--- config.mk ---
export PLATFORM = sky130hd
export DESIGN_NAME = dfe_pipe
export DESIGN_NICKNAME = d
export VERILOG_FILES = /design/src/rtl/dfe_pkg.sv /design/src/rtl/dfe_fetch.sv /design/src/rtl/dfe_fifo.sv /design/src/rtl/dfe_exec.sv /design/src/rtl/dfe_pipe.sv
export SDC_FILE = /design/constraint.sdc
export NUM_CORES = 1
export LEC_CHECK = 0
export BUFFER_PORTS_ARGS = -buffer_cell sky130_fd_sc_hd__buf_2
export CORE_ASPECT_RATIO = 0.7
export CORE_MARGIN = 10
export CORE_UTILIZATION = 50
export DETAILED_ROUTE_END_ITERATION = 10
export PLACE_DENSITY = 0.67
export SYNTH_ARGS = -nofsm -noshare
export SYNTH_HDL_FRONTEND = slang
export SYNTH_HIERARCHICAL = 1
export SYNTH_SLANG_ARGS = --single-unit
export TNS_END_PERCENT = 100
--- constraint.sdc ---
create_clock -name clk -period 6.86 [get_ports clk]
set_clock_uncertainty 0.15 [all_clocks]
set_input_delay 0.343 -clock clk [delete_from_list [all_inputs] [get_ports clk]]
set_output_delay 0.343 -clock clk [all_outputs]
set_load 0.01 [all_outputs]
--- src/rtl/dfe_pkg.sv ---
package dfe_pkg;
  localparam int LAT_W     = 4;
  localparam int MEM_BIT   = 4;
  localparam int XADDR_LSB = 8;
  localparam int INSN_STEP = 4;

  // cycles an instruction spends in execute; a zero field means one cycle
  function automatic logic [LAT_W-1:0] lat_eff(input logic [LAT_W-1:0] f);
    return (f == '0) ? LAT_W'(1) : f;
  endfunction
endpackage

--- src/rtl/dfe_fetch.sv ---
module dfe_fetch #(
  parameter int AW = 16,
  parameter int IW = 32
) (
  input  logic          clk,
  input  logic          rst_n,
  input  logic          redirect,
  input  logic [AW-1:0] redirect_addr,
  input  logic          stop,
  input  logic          fetch_grant,
  input  logic [IW-1:0] mem_rdata,
  input  logic          out_ready,
  output logic          fetch_want,
  output logic [AW-1:0] fetch_addr,
  output logic          ied_valid,
  output logic [AW-1:0] ied_addr,
  output logic [IW-1:0] ied_word,
  output logic          iag_valid,
  output logic [AW-1:0] iag_addr
);
  import dfe_pkg::*;

  function automatic logic [AW-1:0] step_addr(input logic [AW-1:0] a);
    return a + AW'(INSN_STEP);
  endfunction

  logic          ic1_v, ic2_v;
  logic [AW-1:0] ic1_addr, ic2_addr;
  logic [IW-1:0] ic2_word;
  logic          ied_free, ic2_free, ic1_free, iag_move;

  assign ied_free   = !ied_valid || out_ready;
  assign ic2_free   = !ic2_v || ied_free;
  assign fetch_want = ic1_v && ic2_free;
  assign fetch_addr = ic1_addr;
  assign ic1_free   = !ic1_v || fetch_grant;
  assign iag_move   = iag_valid && ic1_free;

  always_ff @(posedge clk) begin
    if (!rst_n) begin
      iag_valid <= 1'b0;
      iag_addr  <= '0;
      ic1_v     <= 1'b0;
      ic1_addr  <= '0;
      ic2_v     <= 1'b0;
      ic2_addr  <= '0;
      ic2_word  <= '0;
      ied_valid <= 1'b0;
      ied_addr  <= '0;
      ied_word  <= '0;
    end else if (redirect) begin
      // set transition: flush fetch stages, start from the target
      iag_valid <= 1'b1;
      iag_addr  <= redirect_addr;
      ic1_v     <= 1'b0;
      ic2_v     <= 1'b0;
      ied_valid <= 1'b0;
    end else begin
      if (ied_free) begin
        ied_valid <= ic2_v;
        ied_addr  <= ic2_addr;
        ied_word  <= ic2_word;
      end
      if (ic2_free) begin
        ic2_v <= fetch_grant;
        if (fetch_grant) begin
          ic2_addr <= ic1_addr;
          ic2_word <= mem_rdata;
        end
      end
      if (ic1_free) begin
        ic1_v    <= iag_valid;
        ic1_addr <= iag_addr;
      end
      // stop parks the unit; otherwise advance or wait
      if (stop) iag_valid <= 1'b0;
      else if (iag_move) iag_addr <= step_addr(iag_addr);
    end
  end
endmodule

--- src/rtl/dfe_fifo.sv ---
module dfe_fifo #(
  parameter int W     = 48,
  parameter int DEPTH = 8
) (
  input  logic                         clk,
  input  logic                         rst_n,
  input  logic                         flush,
  input  logic                         push,
  input  logic                         pop,
  input  logic [W-1:0]                 wdata,
  output logic [W-1:0]                 rdata,
  output logic [$clog2(DEPTH+1)-1:0]   cnt,
  output logic                         full,
  output logic                         empty
);
  localparam int PTR_W = (DEPTH > 1) ? $clog2(DEPTH) : 1;
  localparam int CNT_W = $clog2(DEPTH+1);

  function automatic logic [PTR_W-1:0] ptr_inc(input logic [PTR_W-1:0] p);
    return (p == PTR_W'(DEPTH-1)) ? '0 : p + PTR_W'(1);
  endfunction

  logic [W-1:0]     store_q [DEPTH];
  logic [PTR_W-1:0] wptr, rptr;

  assign rdata = store_q[rptr];
  assign full  = (cnt == CNT_W'(DEPTH));
  assign empty = (cnt == '0);

  always_ff @(posedge clk) begin
    if (push) store_q[wptr] <= wdata;
  end

  always_ff @(posedge clk) begin
    if (!rst_n || flush) begin
      wptr <= '0;
      rptr <= '0;
      cnt  <= '0;
    end else begin
      if (push) wptr <= ptr_inc(wptr);
      if (pop)  rptr <= ptr_inc(rptr);
      case ({push, pop})
        2'b10:   cnt <= cnt + CNT_W'(1);
        2'b01:   cnt <= cnt - CNT_W'(1);
        default: cnt <= cnt;
      endcase
    end
  end
endmodule

--- src/rtl/dfe_exec.sv ---
module dfe_exec #(
  parameter int AW = 16,
  parameter int IW = 32
) (
  input  logic          clk,
  input  logic          rst_n,
  input  logic          in_valid,
  input  logic [AW-1:0] in_addr,
  input  logic [IW-1:0] in_word,
  input  logic          exec_ack,
  output logic          take,
  output logic          exec_req,
  output logic [AW-1:0] exec_addr,
  output logic          retire,
  output logic [AW-1:0] retire_addr
);
  import dfe_pkg::*;

  logic             dec_v, ex_v, ex_pend;
  logic [AW-1:0]    dec_addr, ex_addr;
  logic [IW-1:0]    dec_word, ex_word;
  logic [LAT_W-1:0] ex_cnt, ex_lat;
  logic             cnt_ok, ex_done, ex_free, dec_free;

  assign ex_lat      = lat_eff(ex_word[LAT_W-1:0]);
  assign cnt_ok      = (ex_cnt >= ex_lat);
  assign exec_req    = ex_v && ex_pend;
  assign exec_addr   = ex_word[XADDR_LSB +: AW];
  assign ex_done     = ex_v && cnt_ok && (!ex_pend || exec_ack);
  assign ex_free     = !ex_v || ex_done;
  assign dec_free    = !dec_v || ex_free;
  assign take        = in_valid && dec_free;
  assign retire      = ex_done;
  assign retire_addr = ex_addr;

  always_ff @(posedge clk) begin
    if (!rst_n) begin
      dec_v    <= 1'b0;
      dec_addr <= '0;
      dec_word <= '0;
      ex_v     <= 1'b0;
      ex_addr  <= '0;
      ex_word  <= '0;
      ex_cnt   <= '0;
      ex_pend  <= 1'b0;
    end else begin
      if (dec_free) begin
        dec_v    <= take;
        dec_addr <= in_addr;
        dec_word <= in_word;
      end
      if (ex_free) begin
        ex_v    <= dec_v;
        ex_addr <= dec_addr;
        ex_word <= dec_word;
        ex_cnt  <= LAT_W'(1);
        ex_pend <= dec_v && dec_word[MEM_BIT];
      end else begin
        if (!cnt_ok) ex_cnt <= ex_cnt + LAT_W'(1);
        if (exec_ack) ex_pend <= 1'b0;
      end
    end
  end
endmodule

--- src/rtl/dfe_pipe.sv ---
module dfe_pipe #(
  parameter int AW    = 16,
  parameter int IW    = 32,
  parameter int DEPTH = 8
) (
  input  logic          clk,
  input  logic          rst_n,
  input  logic          redirect_i,
  input  logic [AW-1:0] redirect_addr_i,
  input  logic          stop_i,
  output logic          mem_req_o,
  output logic          mem_src_o,
  output logic [AW-1:0] mem_addr_o,
  input  logic          mem_ready_i,
  input  logic [IW-1:0] mem_rdata_i,
  output logic          retire_o,
  output logic [AW-1:0] retire_addr_o
);
  localparam int CNT_W = $clog2(DEPTH+1);
  localparam int EW    = AW + IW;

  logic          fetch_want, fetch_grant, exec_req, exec_ack;
  logic [AW-1:0] fetch_addr, exec_addr, iag_addr;
  logic          iag_valid, ied_valid, push, pop;
  logic [AW-1:0] ied_addr;
  logic [IW-1:0] ied_word;
  logic [EW-1:0] buf_rdata;
  logic [CNT_W-1:0] fifo_cnt;
  logic          buf_full, buf_empty;

  // shared port: the execute side always wins
  assign exec_ack    = exec_req && mem_ready_i;
  assign fetch_grant = fetch_want && !exec_req && !redirect_i && mem_ready_i;
  assign mem_req_o   = exec_req || (fetch_want && !redirect_i);
  assign mem_src_o   = exec_req;
  assign mem_addr_o  = exec_req ? exec_addr : fetch_addr;

  assign push = ied_valid && !buf_full && !redirect_i;

  dfe_fetch #(.AW(AW), .IW(IW)) u_fetch (
    .clk(clk), .rst_n(rst_n),
    .redirect(redirect_i), .redirect_addr(redirect_addr_i), .stop(stop_i),
    .fetch_grant(fetch_grant), .mem_rdata(mem_rdata_i), .out_ready(!buf_full),
    .fetch_want(fetch_want), .fetch_addr(fetch_addr),
    .ied_valid(ied_valid), .ied_addr(ied_addr), .ied_word(ied_word),
    .iag_valid(iag_valid), .iag_addr(iag_addr)
  );

  dfe_fifo #(.W(EW), .DEPTH(DEPTH)) u_buf (
    .clk(clk), .rst_n(rst_n), .flush(redirect_i),
    .push(push), .pop(pop), .wdata({ied_addr, ied_word}),
    .rdata(buf_rdata), .cnt(fifo_cnt), .full(buf_full), .empty(buf_empty)
  );

  dfe_exec #(.AW(AW), .IW(IW)) u_exec (
    .clk(clk), .rst_n(rst_n),
    .in_valid(!buf_empty && !redirect_i),
    .in_addr(buf_rdata[IW +: AW]), .in_word(buf_rdata[IW-1:0]),
    .exec_ack(exec_ack), .take(pop),
    .exec_req(exec_req), .exec_addr(exec_addr),
    .retire(retire_o), .retire_addr(retire_addr_o)
  );
endmodule

# [After elaboration in Yosys (flattened, before gate mapping)]
# Memories as Yosys holds them, arrays and structs flattened. A register that Yosys moved wholly into a read port is not among the register bits.
# Index checks and enable logic that the tools add are counted.
[word_totals] wordCells=100 mem_count=1 input_bits=53 latch_bits=0 output_inout_bits=35 ff_bits=189 rom_bits=0 mem_bits_rw=384
[memory_table] name="u_buf.store_q" words=8 width=48 rd=1 rd_clocked_by_memory_dff=1 write_ports=1 line="dfe_fifo.sv:23" source="logic [W-1:0] store_q [DEPTH];"
[op_classes] shifts=0 n_div=0 addsub=6 n_eq_ne=7 n_bitwise=2 magnitude_cmp=1 mux=16 multipliers=0 n_reduce_logical=47
[ops] cell="$mux 16" n=4
[ops] cell="$add 16x3->16 const B" n=1
[ops] cell="$logic_and 1x1->1" n=15
[ops] cell="$logic_not 1->1" n=12
[ops] cell="$add 4x1->4 const B" n=2
[ops] cell="$logic_not 4->1" n=2
[ops] cell="$logic_or 1x1->1" n=8
[ops] cell="$mux 1" n=8
[ops] cell="$pmux 4 s2" n=1
[ops] cell="$reduce_bool 2->1" n=4
[ops] cell="$add 3x1->3 const B" n=2
[ops] cell="$eq 3x3->1 const B" n=2
[ops] cell="$mux 3" n=2
[ops] cell="$reduce_and 2->1" n=3
[ops] cell="$eq 4x4->1 const B" n=1
[ops] cell="$ge 4x4->1" n=1
[ops] cell="$mux 4" n=1
[ops] cell="$ne 2x2->1 const B" n=2
[ops] cell="$reduce_or 2->1" n=2
[ops] cell="$sub 4x1->4 const B" n=1
[ops] cell="$reduce_and 3->1" n=1
[ops] cell="$eq 2x1->1 const B" n=1
[ops] cell="$eq 2x2->1 const B" n=1
[ops] cell="$not 1->1" n=2

# [Depth between registers and ports, before layout]
# Gate-level depths: netlist of the first run.
[depth] word_depth=13 mapped_depth=15 mapped_depth_nobuf=14

# [Hierarchy]
# Netlist of the first run, hierarchy kept.
[by_module_without_submodules] mod="dfe_fifo" seq_area_each_um2=11791.3 instances=1 cells_per_inst=631 area_per_inst_um2=15351.0
[by_module_without_submodules] mod="dfe_fetch" seq_area_each_um2=2642.5 instances=1 cells_per_inst=606 area_per_inst_um2=5089.9
[by_module_without_submodules] mod="dfe_exec" seq_area_each_um2=1601.5 instances=1 cells_per_inst=340 area_per_inst_um2=3261.9
[by_module_without_submodules] mod="dfe_pipe" seq_area_each_um2=0.0 instances=1 cells_per_inst=25 area_per_inst_um2=284.0

# [Least setup slack after synthesis of the first run]
# Ideal clock, no wire load.
[synth_path] path_type="register -> register" start="reg u_buf.cnt[1]" end="mem u_buf.store_q[0][0], enable pin" setup_time_ns=0.513 path_stages_with_launch=7 path_slack_ns=1.865 t_arrival_ns=4.332 path_cell_list="dfxtp_1 -> clkbuf_1 -> nor4b_1 -> inv_1 -> and3_1 -> nand2b_1 -> nor3_1"
[synth_between] elab_chain_cells=6
[synth_rtl] item="start: declaration" line="dfe_fifo.sv:12" source="output logic [$clog2(DEPTH+1)-1:0] cnt,"
[synth_rtl] item="start signal: assignment" line="dfe_fifo.sv:43" source="2'b10: cnt <= cnt + CNT_W'(1);"
[synth_rtl] item="start signal: assignment" line="dfe_fifo.sv:44" source="2'b01: cnt <= cnt - CNT_W'(1);"
[synth_rtl] item="start signal: assignment" line="dfe_fifo.sv:45" source="default: cnt <= cnt;"
[synth_rtl] item="$eq 4x4->1" line="dfe_fifo.sv:27" source="assign full = (cnt == CNT_W'(DEPTH));"
[synth_rtl] item="net buf_full" line="dfe_pipe.sv:29" source="logic buf_full, buf_empty;"
[synth_rtl] item="$logic_not 1->1" line="dfe_pipe.sv:38" source="assign push = ied_valid && !buf_full && !redirect_i;"
[synth_rtl] item="$logic_and 1x1->1 (2 in series)" line="dfe_pipe.sv:38"
[synth_rtl] item="net push" line="dfe_pipe.sv:24" source="logic iag_valid, ied_valid, push, pop;"
[synth_rtl] item="$mux 1" line="dfe_fifo.sv:31" source="if (push) store_q[wptr] <= wdata;"
[synth_rtl] item="$mux 1 (implied by the code)" line="dfe_fifo.sv:31"
[synth_rtl] item="end: declaration" line="dfe_fifo.sv:23"
# The timed path passes the listed nets, and every way through them passes these cells.

# [Final worst setup path of the first run]
[layout_path] start="reg u_exec.ex_word[3]" end="reg u_buf.cnt[2]"
[layout_between] elab_chain_cells=10 word_cells_on_any_way=12 cone_classes="1 x order compare; 2 x eq/ne; 2 x mux; 7 x reduce/logical"
[layout_rtl] item="start: declaration" line="dfe_exec.sv:21" source="logic [IW-1:0] dec_word, ex_word;"
[layout_rtl] item="start signal: assignment" line="dfe_exec.sv:55" source="ex_word <= dec_word;"
[layout_rtl] item="$logic_not 4->1" line="dfe_pkg.sv:9" source="return (f == '0) ? LAT_W'(1) : f;"
[layout_rtl] item="$mux 4 (*)" line="dfe_pkg.sv:9"
[layout_rtl] item="$ge 4x4->1 (*)" line="dfe_exec.sv:26" source="assign cnt_ok = (ex_cnt >= ex_lat);"
[layout_rtl] item="$logic_and 1x1->1 (*) (2 in series)" line="dfe_exec.sv:29" source="assign ex_done = ex_v && cnt_ok && (!ex_pend || exec_ack);"
[layout_rtl] item="$logic_or 1x1->1 (*)" line="dfe_exec.sv:30" source="assign ex_free = !ex_v || ex_done;"
[layout_rtl] item="$logic_or 1x1->1 (*)" line="dfe_exec.sv:31" source="assign dec_free = !dec_v || ex_free;"
[layout_rtl] item="$logic_and 1x1->1 (*)" line="dfe_exec.sv:32" source="assign take = in_valid && dec_free;"
[layout_rtl] item="net pop" line="dfe_pipe.sv:24"
[layout_rtl] item="$eq 2x1->1 or $eq 2x2->1 (tied branches)" line="dfe_fifo.sv:42" source="case ({push, pop})"
[layout_rtl] item="$pmux 4 s2 or $reduce_bool 2->1 (tied branches)"
# The timed path passes the listed nets; every way through them passes the cells marked *.
# A chain may end at the register's enable or synchronous reset.

==> metrics.txt, run 1 <==
# TYPE chip_impl_metric gauge
chip_impl_metric{name="floorplan.rows",unit=""} 61
chip_impl_metric{name="clock-sinks",unit=""} 499
chip_impl_metric{name="synth.yosys.warnings",unit=""} 6
chip_impl_metric{name="fillCellCount",unit=""} 3179
chip_impl_metric{name="postCtsSetupRepairBufs",unit=""} 0
chip_impl_metric{name="dp.cells",unit=""} 1912
chip_impl_metric{name="start_util",unit="%"} 50.41
chip_impl_metric{name="cts.hold.buffers_added",unit=""} 37
chip_impl_metric{name="initialDrtViolationCount",unit=""} 640
chip_impl_metric{name="finalCriticalPeriod",unit="ns"} 3.538
chip_impl_metric{name="slew_viols_final",unit=""} 0
chip_impl_info{name="top_layer",value="met4"} 1
chip_impl_metric{name="maxCapViolCount",unit=""} 0
chip_impl_metric{name="globalRouteTotalUtil",unit="%"} 17.10
chip_impl_metric{name="syn_area",unit="sq um"} 19890
chip_impl_metric{name="drc_violation_count_after_routing",unit=""} 0
chip_impl_metric{name="grt_remaining_overflow",unit=""} 0
chip_impl_metric{name="required_time_of_the_critical_path",unit="ns"} 7.19
chip_impl_metric{name="powerDensity",unit="nW/um^2"} 260.9
chip_impl_info{name="run_status",value="complete, no violations"} 1
chip_impl_metric{name="timing.slew.headroom",unit="%"} 27.59
chip_impl_metric{name="route.vias.total",unit=""} 11060
chip_impl_metric{name="syn_avg_cell_area",unit="sq um"} 14.28
chip_impl_info{name="setup.worst_path.class",value="reg -> reg"} 1
chip_impl_metric{name="viasPerCell",unit=""} 5.449
chip_impl_metric{name="floorplan.die.height",unit="um"} 186.9
chip_impl_metric{name="clk_transition_reported_paths",unit="ns"} 0.07
chip_impl_metric{name="final_cell_count_no_fill",unit=""} 2030
chip_impl_metric{name="antenna_cells_inserted",unit=""} 0
chip_impl_metric{name="timing.critical_path.fanout_max",unit=""} 8
chip_impl_metric{name="final_routed_wirelength",unit="mm"} 41.67
chip_impl_metric{name="regArea",unit="sq um"} 12960
chip_impl_metric{name="dp_hpwl",unit="mm"} 23.31
chip_impl_metric{name="max_slew.worst_pin.slew",unit="ns"} 1.086
chip_impl_metric{name="setup-violations-final",unit=""} 0
chip_impl_info{name="worstHoldPathType",value="in -> reg"} 1
chip_impl_info{name="rsz0062_at_grt",value="no"} 1
chip_impl_metric{name="tns",unit="ns"} 0
chip_impl_metric{name="grt_max_degree",unit=""} 90
chip_impl_metric{name="cts_max_level",unit=""} 2
chip_impl_metric{name="final_net_count",unit=""} 1526
chip_impl_metric{name="postLayoutSetupSlackWorst",unit="ns"} 3.322
chip_impl_metric{name="multi_input_comb_area",unit="sq um"} 6326
chip_impl_metric{name="wirelength_met1",unit="mm"} 18.47
chip_impl_metric{name="replace_congestion",unit=""} 0.7865
chip_impl_metric{name="wire_per_inst",unit="um"} 20.52
chip_impl_metric{name="ir_drop",unit="mV"} 0.1630
chip_impl_metric{name="post-route-util",unit="%"} 56.62
chip_impl_metric{name="drt-pass1-iter-count",unit=""} 5
chip_impl_metric{name="place_ws",unit="ns"} 3.328
chip_impl_metric{name="detailroute.wirelength.met3",unit="mm"} 2.178
chip_impl_metric{name="initial_antenna_violation_count",unit=""} 1
chip_impl_info{name="tritoncts_clock_tree",value="built"} 1
chip_impl_metric{name="syn_nets",unit=""} 1459
chip_impl_metric{name="cts_max_path_buffers",unit=""} 3
chip_impl_metric{name="cts_resized",unit=""} 0
chip_impl_metric{name="worstSkewPairLatency",unit="ns"} 0.56
chip_impl_metric{name="post_route_cells_drive_above_1_share",unit="%"} 19.60
chip_impl_metric{name="die_w",unit="um"} 258.4
chip_impl_metric{name="drt.antenna.violating_nets",unit=""} 0
chip_impl_metric{name="finalCritPeriodShare",unit="%"} 51.58
chip_impl_metric{name="die_area",unit="sq um"} 48290
chip_impl_metric{name="cellLeakagePower",unit="nW"} 6.988
chip_impl_metric{name="placed_area",unit="sq um"} 20520
chip_impl_metric{name="final_hold_viol_count",unit=""} 0
chip_impl_metric{name="wl_met2",unit="mm"} 20.44
chip_impl_metric{name="grt_first_pass_wirelength",unit="mm"} 64.80
chip_impl_info{name="root_buffer",value="sky130_fd_sc_hd__clkbuf_16"} 1
chip_impl_info{name="worstSetupStartpointType",value="register"} 1
chip_impl_metric{name="io_pins",unit=""} 88
chip_impl_metric{name="buffer_ports.inserted",unit=""} 76
chip_impl_metric{name="first_global_vias",unit=""} 10930
chip_impl_metric{name="design_power_total",unit="mW"} 5.829
chip_impl_metric{name="finalInstanceArea",unit="sq um"} 22340
chip_impl_metric{name="synthToLayoutAreaGrowth",unit="%"} 12.32
chip_impl_metric{name="cts_inserted_buffers",unit=""} 44
chip_impl_metric{name="crit_arrival",unit="ns"} 3.87
chip_impl_metric{name="post_synth_inst_count",unit=""} 1393
chip_impl_metric{name="max_frequency",unit="GHz"} 0.2826
chip_impl_metric{name="fin_worst_hold_slack",unit="ns"} 0.1285
chip_impl_metric{name="core_area",unit="sq um"} 39460
chip_impl_info{name="cp-end-kind",value="register"} 1
## cell type report
cell class              instances  share of cell area (%)
clock buffers                  59                   5.556
clock inverters                22                  0.9353
inverters                      13                  0.2184
multi-input cells             772                   28.32
flip-flops and latches        499                   58.02
well taps                     535                   2.996
repair buffers                130                   3.960
## worst max-delay path, stage by stage, from the launching register on
cell and delay (ns):
sky130_fd_sc_hd__dfxtp_1 0.32, sky130_fd_sc_hd__inv_1 0.06, sky130_fd_sc_hd__a31o_2 0.24, sky130_fd_sc_hd__ha_1 0.28, sky130_fd_sc_hd__nor3b_2 0.05, sky130_fd_sc_hd__o21ai_2 0.40, sky130_fd_sc_hd__a211oi_4 0.14, sky130_fd_sc_hd__nor2b_1 0.46
sky130_fd_sc_hd__ha_1 0.35, sky130_fd_sc_hd__xor2_1 0.18, sky130_fd_sc_hd__ha_1 0.16, sky130_fd_sc_hd__a21oi_1 0.05, sky130_fd_sc_hd__xor2_1 0.16, sky130_fd_sc_hd__or3_1 0.31, sky130_fd_sc_hd__a21oi_1 0.13
## where the power goes
part	switching [mW]	internal, mW
clock network	1.06	1.42
registers	0.0226	3.17
logic	0.0864	0.0664
total	1.17	4.66
## state kept, by name, summed over array words and instances (netlist names), 20 cells and up, named ones only
signal and cells:
u_exec/ex_word 20, u_buf/store_q 296, u_fetch/ied_word 21, u_fetch/ic2_word 21, u_exec/dec_word 21
## metal layers
metal	vias up	track usage, %
met5	-	0
li1	5190	-
met2	238	28.38
met1	5586	23.14
met3	47	2.911
met4	0	3.927
## cells in the final DEF (no fill, tap or decap), drive strengths merged, types with 5 or more instances in the layout
| master | count |
|---|---|
| nor2b | 7 |
| edfxtp | 296 |
| mux2i | 80 |
| o31ai | 5 |
| dlygate4sd3 | 37 |
| clkbuf | 59 |
| a21oi | 12 |
| xor2 | 5 |
| mux4 | 74 |
| buf | 93 |
| nand3 | 10 |
| o21ai | 19 |
| clkinv | 16 |
| mux2 | 54 |
| and3 | 8 |
| dfxtp | 203 |
| nor3 | 5 |
| a31oi | 5 |
| nand2b | 8 |
| nand2 | 301 |
| ha | 13 |
| xnor2 | 5 |
| nor2 | 26 |
| inv | 15 |
| a21boi | 92 |
## path summary, 6_finish.rpt
| check | start | end | slack [ns] | cells after the start |
|---|---|---|---|---|
| setup reg to reg | u_exec/ex_word[3]$_SDFFE_PN0P_ | u_buf/cnt[2]$_SDFFE_PP0P_ | 3.32 | 14 |
| setup / recovery | u_exec/ex_word[3]$_SDFFE_PN0P_ | u_buf/cnt[2]$_SDFFE_PP0P_ | 3.32 | 14 |
| hold / removal | stop_i | u_fetch/iag_addr[3]$_SDFFE_PN0P_ | 0.13 | 5 |
| hold reg to reg | u_exec/retire_addr[2]$_SDFFE_PN0P_ | u_exec/retire_addr[2]$_SDFFE_PN0P_ | 0.30 | 2 |
No activity file was read; power rests on OpenSTA's default activity.
==> inputs of run 2 (changes only) <==
--- a/config.mk
+++ b/config.mk
@@ -5,12 +5,13 @@
 export SDC_FILE = /design/constraint.sdc
 export NUM_CORES = 1
 export LEC_CHECK = 0
+export ABC_AREA = 1
 export BUFFER_PORTS_ARGS = -buffer_cell sky130_fd_sc_hd__buf_2
 export CORE_ASPECT_RATIO = 0.7
 export CORE_MARGIN = 10
 export CORE_UTILIZATION = 50
 export DETAILED_ROUTE_END_ITERATION = 10
-export PLACE_DENSITY = 0.67
+export PLACE_DENSITY = 0.69
 export SYNTH_ARGS = -nofsm -noshare
 export SYNTH_HDL_FRONTEND = slang
 export SYNTH_HIERARCHICAL = 1
==> constraint.sdc (replaced) <==
create_clock -name clk -period 2.95 [get_ports clk]
set_clock_uncertainty 0.15 [all_clocks]
set_input_delay 0.1475 -clock clk [delete_from_list [all_inputs] [get_ports clk]]
set_output_delay 0.1475 -clock clk [all_outputs]
set_load 0.01 [all_outputs]
==> run 2 against run 1 <==
Total power increased by 140%. Register-to-register slack got worse by 3.1 ns. Clock power increased by 130%. Sequential power increased by 140%. Core utilization increased by 0.21 points. Clock-buffer cell count increased by 3. Flip-flop and latch count unchanged. Final cell count increased by 36%.
==> metrics.txt, run 2 <==
# TYPE chip_impl_metric gauge
chip_impl_metric{name="grt_remaining_overflow",unit=""} 0
chip_impl_metric{name="first_global_vias",unit=""} 14620
chip_impl_metric{name="cts_max_path_buffers",unit=""} 3
chip_impl_metric{name="setup-violations-final",unit=""} 0
chip_impl_metric{name="crit_arrival",unit="ns"} 3.03
chip_impl_metric{name="post_synth_inst_count",unit=""} 2125
chip_impl_metric{name="synthToLayoutAreaGrowth",unit="%"} 12.56
chip_impl_metric{name="io_pins",unit=""} 88
chip_impl_metric{name="synth.yosys.warnings",unit=""} 6
chip_impl_metric{name="globalRouteTotalUtil",unit="%"} 19.22
chip_impl_info{name="layout_commonest_cell",value="sky130_fd_sc_hd__nor2_1"} 1
chip_impl_metric{name="drt.antenna.violating_nets",unit=""} 0
chip_impl_metric{name="core_area",unit="sq um"} 40880
chip_impl_metric{name="initialDrtViolationCount",unit=""} 1420
chip_impl_metric{name="finalCriticalPeriod",unit="ns"} 2.736
chip_impl_info{name="rsz0062_at_grt",value="no"} 1
chip_impl_metric{name="timing.critical_path.fanout_max",unit=""} 4
chip_impl_metric{name="fin_worst_hold_slack",unit="ns"} 0.2251
chip_impl_metric{name="post_route_cells_drive_above_1_share",unit="%"} 10.41
chip_impl_metric{name="largest_register_ff_count",unit=""} 296
chip_impl_metric{name="clk_transition_reported_paths",unit="ns"} 0.06
chip_impl_metric{name="worstSkewPairLatency",unit="ns"} 0.56
chip_impl_metric{name="finalInstanceArea",unit="sq um"} 23230
chip_impl_metric{name="route.vias.total",unit=""} 14750
chip_impl_info{name="timing.rr.start",value="u_exec/ex_word[3]$_SDFFE_PN0P_"} 1
chip_impl_metric{name="worstPathBufferInverterCount",unit=""} 4
chip_impl_metric{name="max_slew.worst_pin.slew",unit="ns"} 1.054
chip_impl_metric{name="ir_drop",unit="mV"} 0.3917
chip_impl_metric{name="final_hold_viol_count",unit=""} 0
chip_impl_metric{name="regArea",unit="sq um"} 12960
chip_impl_metric{name="final_cell_count_no_fill",unit=""} 2764
chip_impl_metric{name="antenna_cells_inserted",unit=""} 0
chip_impl_metric{name="syn_area",unit="sq um"} 20640
chip_impl_metric{name="buffer_ports.inserted",unit=""} 76
chip_impl_info{name="worstHoldPathType",value="in -> reg"} 1
chip_impl_info{name="critPathTopFamily",value="adder cells"} 1
chip_impl_metric{name="grt_max_degree",unit=""} 96
chip_impl_info{name="path_common_cell",value="sky130_fd_sc_hd__inv_1"} 1
chip_impl_metric{name="viasPerCell",unit=""} 5.336
chip_impl_metric{name="floorplan.rows",unit=""} 62
chip_impl_metric{name="maxCapViolCount",unit=""} 0
chip_impl_info{name="run_status",value="complete, no violations"} 1
chip_impl_metric{name="die_area",unit="sq um"} 49930
chip_impl_info{name="min_delay_worst_endpoint",value="u_fetch/ic2_word[18]$_SDFFE_PN0P_"} 1
chip_impl_metric{name="timing.hold.worst_path_depth",unit=""} 4
chip_impl_metric{name="finalCritPeriodShare",unit="%"} 92.75
chip_impl_info{name="worstSetupStartpointType",value="register"} 1
chip_impl_metric{name="start_util",unit="%"} 50.48
chip_impl_metric{name="cts_inserted_buffers",unit=""} 47
chip_impl_metric{name="slew_viols_final",unit=""} 0
chip_impl_metric{name="syn_avg_cell_area",unit="sq um"} 9.712
chip_impl_metric{name="replace_congestion",unit=""} 0.9263
chip_impl_metric{name="timing.slew.headroom",unit="%"} 29.54
chip_impl_info{name="worstReg2RegEnd",value="u_buf/cnt[2]$_SDFFE_PP0P_"} 1
chip_impl_info{name="crit_path_cell_trace",value="inv_1 > a31o_2 > ha_1 > nand4_2 > nand3_4 > nand2_2 > nand3_1 > nand2_1 > inv_1 > ha_2 > nand2_1 > inv_1 > nor2_1 > ha_1 > a21oi_1 > xnor2_1 > o21ai_0 > inv_1"} 1
chip_impl_metric{name="multi_input_comb_area",unit="sq um"} 6131
chip_impl_metric{name="floorplan.die.height",unit="um"} 190.0
chip_impl_metric{name="dp_hpwl",unit="mm"} 29.71
chip_impl_metric{name="powerDensity",unit="nW/um^2"} 592.3
chip_impl_metric{name="wire_per_inst",unit="um"} 17.65
chip_impl_metric{name="placed_area",unit="sq um"} 21300
chip_impl_metric{name="required_time_of_the_critical_path",unit="ns"} 3.24
chip_impl_metric{name="grt_first_pass_wirelength",unit="mm"} 78.24
chip_impl_metric{name="cellLeakagePower",unit="nW"} 9.022
chip_impl_metric{name="clock-sinks",unit=""} 499
chip_impl_metric{name="initial_antenna_violation_count",unit=""} 0
chip_impl_metric{name="dp.cells",unit=""} 2630
chip_impl_info{name="tritoncts_clock_tree",value="built"} 1
chip_impl_metric{name="tns",unit="ns"} 0
chip_impl_info{name="setup.worst_path.class",value="reg -> reg"} 1
chip_impl_info{name="cp-end-kind",value="register"} 1
chip_impl_metric{name="die_w",unit="um"} 262.8
chip_impl_info{name="regMostFlops",value="u_buf/store_q"} 1
chip_impl_info{name="root_buffer",value="sky130_fd_sc_hd__clkbuf_16"} 1
chip_impl_metric{name="drt-pass1-iter-count",unit=""} 5
chip_impl_metric{name="final_net_count",unit=""} 2249
chip_impl_metric{name="final_routed_wirelength",unit="mm"} 48.78
chip_impl_info{name="critical_path.slowest_cell",value="sky130_fd_sc_hd__dfxtp_1"} 1
chip_impl_metric{name="critical_path.max_stage_delay",unit="ns"} 0.33
chip_impl_metric{name="max_frequency",unit="GHz"} 0.3655
chip_impl_metric{name="r2r.worst_path.cells",unit=""} 18
chip_impl_metric{name="drc_violation_count_after_routing",unit=""} 0
chip_impl_metric{name="cts_max_level",unit=""} 2
chip_impl_metric{name="fillCellCount",unit=""} 3453
chip_impl_info{name="holdCritStartpoint",value="mem_rdata_i[18]"} 1
chip_impl_info{name="layout.cells.most_common_list",value="sky130_fd_sc_hd__nor2_1 (455), sky130_fd_sc_hd__nand2_1 (306), sky130_fd_sc_hd__edfxtp_1 (296), sky130_fd_sc_hd__o21ai_0 (214), sky130_fd_sc_hd__dfxtp_1 (201)"} 1
chip_impl_metric{name="timing.reg2reg.setup_slack",unit="ns"} 0.21
chip_impl_metric{name="syn_nets",unit=""} 2191
-- run 2: report_power, final --
group / internal, mW / total, mW / switching, mW
clock: 3.22 / 5.73 / 2.51
combinational: 0.185 / 0.448 / 0.263
sequential: 7.45 / 7.58 / 0.126
total: 10.9 / 13.8 / 2.90
-- run 2: worst max-delay path by stage --
| stage | startpoint | end | cells after the start |
|---|---|---|---|
| final | u_exec/ex_word[3]$_SDFFE_PN0P_ | u_buf/cnt[2]$_SDFFE_PP0P_ | 18 |
| after global routing | u_buf/cnt[1]$_SDFFE_PP0P_ | u_fetch/iag_addr[8]$_SDFFE_PN0P_ | 17 |
| after CTS | u_buf/cnt[0]$_SDFFE_PP0P_ | u_fetch/iag_addr[8]$_SDFFE_PN0P_ | 16 |
| after detailed placement | u_exec/ex_word[3]$_SDFFE_PN0P_ | u_buf/cnt[2]$_SDFFE_PP0P_ | 18 |
| after global placement | u_exec/ex_word[3]$_SDFFE_PN0P_ | u_buf/cnt[2]$_SDFFE_PP0P_ | 18 |
| after floorplan | u_buf/cnt[1]$_SDFFE_PP0P_ | u_buf/store_q[0][0]$_DFFE_PP_ | 9 |
-- run 2: layout make-up --
cell class	count	area share [%]
inverter	175	2.860
tap	544	2.930
clock buffer	62	5.489
timing repair buffer	168	5.806
multi-input combinational	1292	26.39
sequential	499	55.79
clock inverter	24	0.7325
-- run 2: routing by layer --
metal | wire length, um | global-route usage (%) | share of wire [%] | up-vias
met5 | 0 | 0 | 0 | -
met4 | 1192 | 5.336 | 2.4 | 0
met3 | 3377 | 2.740 | 6.9 | 89
met2 | 22310 | 31.60 | 46 | 493
met1 | 21900 | 26.27 | 45 | 7021
li1 | - | - | - | 7146
-- run 2: what timing repair did --
| action | in CTS | in global routing |
|---|---|---|
| setup buffers | 0 | 3 |
| hold endpoints to repair | 60 | 0 |
| hold buffers | 45 | 0 |
| gates resized for setup | 0 | 4 |
| endpoints found under the setup margin | 0 | 3 |
-- run 2: tightest hold or removal path, stage by stage --
cell                            delay (ns)
sky130_fd_sc_hd__dlygate4sd3_1        0.52
sky130_fd_sc_hd__buf_2                0.09
sky130_fd_sc_hd__o21ai_0              0.07
sky130_fd_sc_hd__nor2_1               0.07
-- run 2: through the flow --
step	setup WS, ns	utilization [%]	power (mW)
CTS	0.09194	56.74	13.85
global placement	0.1983	52.10	8.104
finish	0.2138	56.82	13.76
floorplan	-0.5187	-	7.959
detailed placement	0.1715	52.10	8.122
global route	0.006708	56.82	14.22
